===== config.mk =====
export PLATFORM = sky130hd
export DESIGN_NAME = wpc_guard
export DESIGN_NICKNAME = d
export VERILOG_FILES = /design/src/rtl/wpc_pkg.sv /design/src/rtl/wpc_pin_sync.sv /design/src/rtl/wpc_region.sv /design/src/rtl/wpc_core.sv /design/src/rtl/wpc_guard.sv
export SDC_FILE = /design/constraint.sdc
export NUM_CORES = 1
export LEC_CHECK = 0
export ABC_AREA = 1
export BUFFER_PORTS_ARGS = -buffer_cell sky130_fd_sc_hd__buf_2
export CORE_UTILIZATION = 32
export CTS_CLUSTER_DIAMETER = 80
export DETAILED_ROUTE_END_ITERATION = 10
export PLACE_DENSITY = 0.72
export SLEW_MARGIN = 20
export SYNTH_ARGS = -nofsm -noshare
export SYNTH_HDL_FRONTEND = slang
export SYNTH_SLANG_ARGS = --single-unit

===== constraint.sdc =====
create_clock -name clk -period 1.1 [get_ports clk]
set_clock_uncertainty 0.2 [all_clocks]
set_input_delay 0.165 -clock clk [delete_from_list [all_inputs] [get_ports clk]]
set_output_delay 0.165 -clock clk [all_outputs]
set_load 0.03 [all_outputs]

===== src/rtl/wpc_pkg.sv =====
`timescale 1ns/1ps
package wpc_pkg;

    localparam int STAT_W   = 8;
    localparam int B_LOCK   = 7;
    localparam int B_PS_HI  = 3;
    localparam int B_PS_LO  = 2;
    localparam int B_WEL    = 1;
    localparam int B_BUSY   = 0;

    // Decoded operation after priority resolution
    typedef enum logic [2:0] {
        OP_NONE    = 3'd0,
        OP_WE_CLR  = 3'd1,
        OP_WE_SET  = 3'd2,
        OP_STAT_WR = 3'd3,
        OP_DATA_WR = 3'd4
    } op_e;

    typedef enum logic [1:0] {
        PS_NONE    = 2'b00,
        PS_QUARTER = 2'b01,
        PS_HALF    = 2'b10,
        PS_ALL     = 2'b11
    } prot_sel_e;

    typedef struct packed {
        logic      lock;
        prot_sel_e prot_sel;
        logic      we_latch;
    } guard_state_t;

    localparam guard_state_t STATE_RST = '{lock: 1'b0, prot_sel: PS_NONE, we_latch: 1'b0};

    // Clear beats set beats status write beats data write
    function automatic op_e pick_op(input logic we_clr, input logic we_set,
                                    input logic stat_wr, input logic data_wr);
        if (we_clr)       return OP_WE_CLR;
        else if (we_set)  return OP_WE_SET;
        else if (stat_wr) return OP_STAT_WR;
        else if (data_wr) return OP_DATA_WR;
        else              return OP_NONE;
    endfunction

    function automatic logic [STAT_W-1:0] pack_status(input guard_state_t s, input logic busy);
        logic [STAT_W-1:0] b;
        b           = '0;
        b[B_LOCK]   = s.lock;
        b[B_PS_HI]  = s.prot_sel[1];
        b[B_PS_LO]  = s.prot_sel[0];
        b[B_WEL]    = s.we_latch;
        b[B_BUSY]   = busy;
        return b;
    endfunction

    // Only the writable fields are taken; the latch is dropped by the write itself
    function automatic guard_state_t apply_stat(input logic [STAT_W-1:0] d);
        guard_state_t s;
        s.lock     = d[B_LOCK];
        s.prot_sel = prot_sel_e'({d[B_PS_HI], d[B_PS_LO]});
        s.we_latch = 1'b0;
        return s;
    endfunction

endpackage


===== src/rtl/wpc_pin_sync.sv =====
`timescale 1ns/1ps
module wpc_pin_sync #(
    parameter int STAGES = 2
) (
    input  logic clk,
    input  logic rst,
    input  logic pin_async,
    output logic pin_sync
);
    // Reset to low: a pin of unknown state is treated as protecting
    logic [STAGES-1:0] chain;

    generate
        if (STAGES == 1) begin : g_single
            always_ff @(posedge clk) begin
                if (rst) chain <= '0;
                else     chain <= pin_async;
            end
        end else begin : g_multi
            always_ff @(posedge clk) begin
                if (rst) chain <= '0;
                else     chain <= {chain[STAGES-2:0], pin_async};
            end
        end
    endgenerate

    assign pin_sync = chain[STAGES-1];
endmodule


===== src/rtl/wpc_region.sv =====
`timescale 1ns/1ps
module wpc_region
    import wpc_pkg::*;
#(
    parameter int ADDR_W = 10
) (
    input  prot_sel_e          prot_sel,
    input  logic [ADDR_W-1:0]  addr,
    output logic               in_guard
);
    localparam int TOP = ADDR_W - 1;

    always_comb begin
        unique case (prot_sel)
            PS_NONE:    in_guard = 1'b0;
            PS_QUARTER: in_guard = addr[TOP] & addr[TOP-1];
            PS_HALF:    in_guard = addr[TOP];
            PS_ALL:     in_guard = 1'b1;
            default:    in_guard = 1'b1;
        endcase
    end
endmodule


===== src/rtl/wpc_core.sv =====
`timescale 1ns/1ps
module wpc_core
    import wpc_pkg::*;
(
    input  logic              clk,
    input  logic              rst,
    input  op_e               op,
    input  logic [STAT_W-1:0] stat_wdata,
    input  logic              in_guard,
    input  logic              pin_lvl,
    input  logic              busy,
    output guard_state_t      state,
    output logic              permit,
    output logic              hpm
);
    guard_state_t st_q, st_d;
    logic         grant_d, permit_q;

    assign hpm = st_q.lock & ~pin_lvl;

    always_comb begin
        st_d    = st_q;
        grant_d = 1'b0;
        if (!busy) begin
            unique case (op)
                OP_WE_CLR: st_d.we_latch = 1'b0;
                OP_WE_SET: st_d.we_latch = 1'b1;
                OP_STAT_WR: begin
                    st_d.we_latch = 1'b0;
                    if (st_q.we_latch && !hpm) begin
                        st_d    = apply_stat(stat_wdata);
                        grant_d = 1'b1;
                    end
                end
                OP_DATA_WR: begin
                    st_d.we_latch = 1'b0;
                    if (st_q.we_latch && !in_guard) grant_d = 1'b1;
                end
                default: ;
            endcase
        end
    end

    always_ff @(posedge clk) begin
        if (rst) begin
            st_q     <= STATE_RST;
            permit_q <= 1'b0;
        end else begin
            st_q     <= st_d;
            permit_q <= grant_d;
        end
    end

    assign state  = st_q;
    assign permit = permit_q;
endmodule


===== src/rtl/wpc_guard.sv =====
`timescale 1ns/1ps
module wpc_guard
    import wpc_pkg::*;
#(
    parameter int ADDR_W      = 10,
    parameter int SYNC_STAGES = 2
) (
    input  logic              clk,
    input  logic              rst,
    input  logic              cmd_we_set,
    input  logic              cmd_we_clr,
    input  logic              cmd_stat_wr,
    input  logic              cmd_data_wr,
    input  logic [ADDR_W-1:0] wr_addr,
    input  logic [7:0]        stat_wdata,
    input  logic              wp_pin,
    input  logic              core_busy,
    output logic [7:0]        status_rd,
    output logic              wr_permit,
    output logic              hw_lock
);
    op_e          op;
    logic         pin_lvl;
    logic         in_guard;
    guard_state_t state;

    assign op = pick_op(cmd_we_clr, cmd_we_set, cmd_stat_wr, cmd_data_wr);

    wpc_pin_sync #(.STAGES(SYNC_STAGES)) u_sync (
        .clk       (clk),
        .rst       (rst),
        .pin_async (wp_pin),
        .pin_sync  (pin_lvl)
    );

    wpc_region #(.ADDR_W(ADDR_W)) u_region (
        .prot_sel (state.prot_sel),
        .addr     (wr_addr),
        .in_guard (in_guard)
    );

    wpc_core u_core (
        .clk        (clk),
        .rst        (rst),
        .op         (op),
        .stat_wdata (stat_wdata),
        .in_guard   (in_guard),
        .pin_lvl    (pin_lvl),
        .busy       (core_busy),
        .state      (state),
        .permit     (wr_permit),
        .hpm        (hw_lock)
    );

    assign status_rd = pack_status(state, core_busy);
endmodule


==> impl.org, run 1 <==
** Global route
- Pin count of the biggest net entering global routing :: 8
- Vias in the first global route :: 394
- Summed over all layers, the global routing overflow is 0.
- Global-route wire length before repair :: 1.65 mm
- Number of antenna violations at the first check in global routing :: 0
- GRT Resource Usage Total :: 0.165

** Timing
- For the finished layout, the period the worst path requires is 1260 ps.
- The total count of hold-check failures in the final report was 0.
- Final-report max-slew violation count :: 0
- Setup violators final :: 7
- Worst Hold Slack :: around 2.7 ps
- Max Fclk :: just under 0.8 GHz
- RSZ-0062 raised after global routing :: yes
- Setup slack of the critical path after layout :: -156 ps
- Dividing the final minimum period by the clock period gives 1.14.

** Clocking
- The tree is rooted in a sky130_fd_sc_hd__clkbuf_4.
- Clock insertion delay at the later pin of the skew report :: 250 ps
- Number of clock sinks seen by CTS :: 7
- In this run the number of H-tree levels came out at 1.
- CTS max path bufs :: 2
- Register clock-pin slew on the reported worst setup and hold paths :: ~60 ps
- Buffers inserted during clock tree synthesis total 3.
- CTS tree :: done

** Yosys
- Yosys printed 0 warnings.
- Of the total synthesized cell area, the portion taken by XOR and XNOR cells is 0.
- The cell area that synthesis handed to floorplanning was 423 sq um.
- The portion of synthesized area spent on multiplexers is 0.
- Synthesized instance count :: around 60
- Compound-gate portion of the synthesized area :: 0.0799
- Combinational family with the most area after synthesis :: simple AND/OR/NAND/NOR gates
- Simple-gate area share of the yosys netlist :: 0.382
- Number of register bits inferred by synthesis :: 7
- Of the total synthesized cell area, the portion taken by full adders, half adders and majority gates is 0.
- Distinct cell type count of the synthesized netlist :: 14
- A synthesized cell averages 6.93 sq um.
- Portion of the post-synthesis area used by sequential elements :: 0.331

** Final layout
- The layout has 117 filler cells.
- The finished cells cover roughly 640 sq um.
- Registers take ~150 sq um.
- Relative to the synthesized area, the layout overhead comes to 52.4%.
- The number of antenna diodes in the final layout is 0.
- Count of placed standard cells in the final layout, fillers left out :: 100
- Count of nets after finishing :: 113
- Most frequent cells in the layout :: 13 x sky130_fd_sc_hd__buf_2, 11 x sky130_fd_sc_hd__nand2_1, 10 x sky130_fd_sc_hd__inv_1
- Most common cell after layout, fill and taps aside :: sky130_fd_sc_hd__buf_2
- Total area of multi-input combinational cells :: 229 sq um
- In the final layout, the share of cells above drive strength 1 is 0.500.

** Detailed routing
- In the routed layout, each cell is associated on average with a via count of 4.35.
- The routed design uses about 480 um of met2 wire.
- The detailed router placed 435 vias in this run.
- After detailed routing, the wire length on met1 is around 400 um.
- The detailed router finished its first iteration with 3 violations.
- Post-DRT Antenna Nets :: 0
- The first detailed-routing pass took 4 iterations.
- For this run, design rule violations remaining after detail routing come to 0.
- Topmost layer with routed signal wires :: met4
- The routed design uses between 40 and 50 um of met3 wire.
- After detailed routing, the average wire length per cell comes to 9.41 um.
- Summed over all layers, the routed wires come to 941 um.

** Placed design
- HPWL after DPL :: 673 um
- Once placement completed, the tool counted placed cells totaling 93.
- Placed inst area :: 526 sq um
- Post-place setup slack :: -16.4 ps
- In this run the tool buffered the top-level ports with 19 buffer cells.
- Gpl congestion :: 0.767

** Floorplan
- The initialized floorplan defines 12 standard-cell rows.
- The floorplan step defined a die boundary enclosing 0.00147 sq mm.
- Core box area :: between 0.001 and 0.0015 sq mm
- Starting density of the core :: 0.361
- Die extent in x :: 38.4 um
- # IOs :: 36
- In this run the vertical extent of the chip is about 38 um.

** Worst setup path
- The setup path with the least slack is of type reg -> out.
- Nature of the critical path startpoint :: flip-flop
- Worst endpoint data arrival time :: 890 ps
- Worst R2R Path Depth :: 6
- Highest fanout seen on the critical path :: 2
- Required time of the critical path :: 730 ps
- STA classifies the critical path endpoint as an output port.

** Flow run
- Across the run, the number of max-cap violations was 0.

** Pwr
- Overall power after layout :: between 600 and 700 uW
- Cell leakage power :: 0.336 nW
- In this run the power spent charging and discharging nets is 192 uW.
- Cell internal power was estimated by the tool at 446 uW.
- Of the total power, the clock network draws 0.379.
- Maximum VDD drop :: 0.478 mV
- Of the total power, the share spent switching nets is 0.301.
- Sequential share of power :: 0.411
- Fraction of power consumed by combinational cells :: 0.210
- In this run the power density over the cells is 991 mW/mm^2.

** Worst hold path
- The worst hold path belongs to the class in -> reg.
- Cell count of the worst hold path :: 4

** Run status
- Violated checks :: setup timing
- Run status :: complete, but fails checks
[cells by family after synthesis]
kind of cell | count (synthesis)
and+or+nand+nor | 29
other | 1
DFF | 7
AOI/OAI and AO/OA | 6
buffers and inverters | 18
[layout make-up]
class | count | share of cell area
inverter | 14 | 0.0854
tap | 14 | 0.0272
sequential | 7 | 0.237
timing repair buffer | 23 | 0.254
clock buffer | 4 | 0.0408
multi-input combinational | 38 | 0.355
[per-layer routing]
metal / up-vias / GRT usage
met4: 0 / 0.103
met5: - / 0
li1: 224 / -
met1: 189 / 0.211
met2: 17 / 0.250
met3: 5 / 0.0349
[worst max-delay path: stages, from the launching register on]
cell and delay [ps]:
sky130_fd_sc_hd__dfxtp_4 340, sky130_fd_sc_hd__inv_2 40, sky130_fd_sc_hd__nor2_4 110, sky130_fd_sc_hd__buf_6 150
[metrics by stage]
step / utilization / setup TNS (ps)
after detailed placement: 0.449 / -39.9
after floorplan: - / -532
final: 0.550 / -405
after global placement: 0.449 / -5.00
after CTS: 0.530 / -390
after global routing: 0.550 / -743
[path summary, 6_finish.rpt]
check,startpoint,to,slack (ps)
setup reg to reg,u_core.state[3],u_core.state[2],-50
setup / recovery,u_core.state[3],hw_lock,-160
hold reg to reg,u_sync.chain[0],u_sync.chain[1],210
hold / removal,cmd_we_clr,u_core.state[0],3
[what timing repair did]
item                                   CTS  global route
pin swaps                                5             6
setup buffers                            1             0
endpoints found under the hold margin    2             0
hold buffers                             2             0
resized for setup                       14             8
setup endpoints to repair                9             9
[power by group through the flow]
stage | clock network, mW | registers (mW) | logic (mW)
after floorplan | 0 | 0.277 | 0.0769
after global placement | 0 | 0.269 | 0.113
after global routing | 0.265 | 0.263 | 0.148
after detailed placement | 0 | 0.269 | 0.116
final | 0.242 | 0.262 | 0.134
after CTS | 0.247 | 0.265 | 0.129
[synthesized netlist by cell type]
cell type / instances / area share
sky130_fd_sc_hd__dfxtp_1: 7 / 0.33
sky130_fd_sc_hd__nor2_1: 6 / 0.053
sky130_fd_sc_hd__nor2_4: 2 / 0.053
sky130_fd_sc_hd__a21oi_1: 5 / 0.059
sky130_fd_sc_hd__clkinv_2: 1 / 0.012
sky130_fd_sc_hd__a21oi_2: 1 / 0.021
sky130_fd_sc_hd__nand3_1: 6 / 0.071
sky130_fd_sc_hd__nand2_1: 13 / 0.12
sky130_fd_sc_hd__inv_1: 11 / 0.098
sky130_fd_sc_hd__buf_4: 4 / 0.071
sky130_fd_sc_hd__nand3_4: 1 / 0.041
sky130_fd_sc_hd__conb_1: 1 / 0.0089
sky130_fd_sc_hd__nor2_8: 1 / 0.047
sky130_fd_sc_hd__inv_2: 2 / 0.018
[flip-flops by register name, indices dropped and copies added, names as in the netlist]
name	count
u_sync.chain	2
u_core.permit	1
u_core.state	4
Note: power is estimated with default switching activity, not from simulation.
==> run 2: changes to the inputs <==
- CELL_PAD_IN_SITES_DETAIL_PLACEMENT: default -> 0
- CELL_PAD_IN_SITES_GLOBAL_PLACEMENT: default -> 2
- CORE_UTILIZATION: 32 -> 15
- PLACE_DENSITY: 0.72 -> default
- PLACE_DENSITY_LB_ADDON: default -> 0.1
==> run 2 against run 1 <==
The flow still finishes with violations (setup timing). Setup slack worse by 4.3 ps. Highest routed layer unchanged. Die area increased by 110%. Critical path depth unchanged. Critical path type unchanged. Clock power increased by 2%. Critical endpoint unchanged. Non-clock buffer count increased by 3. Core utilization down 29 points. Largest cell class unchanged.
==> impl.org, run 2 (synthesis gave the netlist of run 1 again) <==
** Clocking
- The clock net in this run drives a total of 7 sinks.
- CTS H-Tree Depth :: 1
- Number of buffers created by CTS :: 3
- The root buffer cell chosen for the clock tree is sky130_fd_sc_hd__clkbuf_4.
- CTS max path bufs :: 2
- Register clock-pin slew on the reported worst setup and hold paths :: about 60 ps
- CTS tree :: done
- The clock reaches the later pin of the worst-skew pair after 260 ps.

** Timing
- Final hold violation count :: 0
- In the final timing run, aggregate negative setup slack is -574 ps.
- After layout, the worst setup slack is -161 ps.
- Final-report max-slew violation count :: 0
- RSZ-0062 raised after global routing :: yes
- Setup violations remaining at the end of the flow were counted as 7.
- Min cycle time layout :: 1260 ps
- For this run, the top clock speed supported by timing is 0.793 GHz.
- Of the available clock period, the critical path in the final layout requires 1.15.

** Worst setup path
- Nature of the critical path startpoint :: flip-flop
- The worst setup path is captured at an output port.
- Largest incremental delay on the critical path :: 340 ps
- The worst setup path is of the reg -> out kind.
- Master of the slowest instance on the critical path :: sky130_fd_sc_hd__dfxtp_4
- Highest fanout seen on the critical path :: 2
- On the critical path the largest part of the delay comes from flip-flops.
- Required time of the critical path :: 730 ps
- Ordered list of cells on the worst path :: inv_2 > nor2_4 > buf_6
- Worst Path Buf+Inv :: 2
- Worst endpoint data arrival time :: 900 ps

** Final layout
- The multi-input combinational cells in the finished layout cover a total of 219 sq um.
- After filler insertion, the fill cell instance count of the layout stands at 310.
- Most common cell after layout, fill and taps aside :: sky130_fd_sc_hd__buf_2
- Count of nets after finishing :: 116
- Most frequent cells in the layout :: 13 x sky130_fd_sc_hd__buf_2, 12 x sky130_fd_sc_hd__nand2_1, 10 x sky130_fd_sc_hd__inv_1
- In the final layout, flip-flops and latches occupy ~150 sq um.
- In the final layout, the share of cells above drive strength 1 is 0.494.
- Max reg flops :: 4
- After routing the design area is 681 sq um.
- Antenna fix cells :: 0
- Compared with the post-synthesis result, the final layout area differs by 60.9%.

** Global route
- Entering global routing, the biggest net connects 8 pins.
- Aggregate global routing overflow :: 0
- GRT Resource Usage Total :: 0.0837
- Number of antenna violations at the first check in global routing :: 0
- Global-route wire length before repair :: 1.61 mm
- Vias in the first global route :: 384

** Pwr
- Cell leakage power :: 0.355 nW
- Maximum VDD drop :: 0.422 mV
- For this design the ratio of total power to cell area is 958 mW/mm^2.
- Overall power after layout :: 652 uW

** Detailed routing
- The detailed router placed approximately 420 vias in this run.
- For this run, design rule violations remaining after detail routing come to 0.
- Final wirelength :: ~1 mm
- After detailed routing, the average wire length per cell comes to 8.40 um.
- For this run, the detailed router's first-pass iteration total came to 2.
- Vias per cell :: 3.55
- In this run, the number of DRC markers left after iteration 0 of detailed routing was 1.
- The detail route stage leaves a number of antenna-violating nets equal to 0.

** Floorplan
- Die extent in x :: 55.1 um
- Full die area :: 0.00304 sq mm
- In this run the count of I/O pins placed on the die edge is 36.
- From bottom edge to top edge, the die measures approximately 55 um.
- After floorplanning, the core was divided into 18 placement rows.
- The total area inside the core boundary comes to 0.00257 sq mm.
- Starting density of the core :: 0.165

** Worst hold path
- Worst Hold Class :: in -> reg

** Run status
- Violated checks :: setup timing
- The run finished, with violations left.

** Placed design
- HPWL after DPL :: 767 um
- Gpl congestion :: approximately 0.64
- Buffers placed on the I/O ports in this run total 19.
- Summing all placed instances gives a cell area of 561 sq um.
- Prior to clock tree synthesis, the placed netlist has a worst setup slack of -38.7 ps.

** Flow run
- Max-cap violations :: 0
run 2: changes by cell type in the layout (fill, tap and decap cells not counted), sizes merged:
cell and change:
buf +3
run 2: cell type report:
type | count | share of cell area
clock buffer | 4 | 0.0386
timing repair buffer | 26 | 0.285
tap | 30 | 0.0551
multi-input combinational | 38 | 0.322
inverter | 14 | 0.0809
sequential | 7 | 0.219
run 2: routing by layer:
layer  share of wire  track usage  vias to the layer above
li1                -            -                      233
met1            0.49       0.0942                      175
met2            0.44        0.120                       12
met3           0.053       0.0574                        2
met4          0.0090       0.0375                        0
met5               0            0                        -
run 2: power by group:
group	internal (mW)	switching, mW
Combinational	0.0569	0.0842
Clock	0.139	0.107
Sequential	0.260	0.00539
run 2: what timing repair did:
action | CTS | global route
gates resized for setup | 15 | 5
hold endpoints to repair | 2 | 0
pin swaps | 2 | 4
setup buffers | 2 | 0
hold buffers | 2 | 0
endpoints found under the setup margin | 9 | 11
run 2: through the flow:
stage               hold slack [ps]  utilization  std cells
floorplan                      36.2            -         63
global placement                157        0.218        111
detailed placement              153        0.218        111
CTS                            9.89        0.260        119
global route                   9.90        0.265        119
finish                         15.0        0.265        119
run 2: worst paths after layout:
path	slack [ps]	depth (start not counted)	start	endpoint
worst min register to register	210	2	u_sync.chain[0]	u_sync.chain[1]
worst max register to register	-90	6	u_core.state[3]	u_core.state[3]
worst min-delay path	20	4	cmd_we_clr	u_core.state[0]
worst max-delay path	-160	3	u_core.state[3]	hw_lock
run 2: worst reg2reg max path, cell delays in order (launching register included):
cell and delay, ps:
sky130_fd_sc_hd__dfxtp_4 340, sky130_fd_sc_hd__inv_2 60, sky130_fd_sc_hd__nor2_4 40, sky130_fd_sc_hd__nor2_4 220, sky130_fd_sc_hd__nand3_1 110, sky130_fd_sc_hd__nand2_1 60, sky130_fd_sc_hd__nor2_1 50
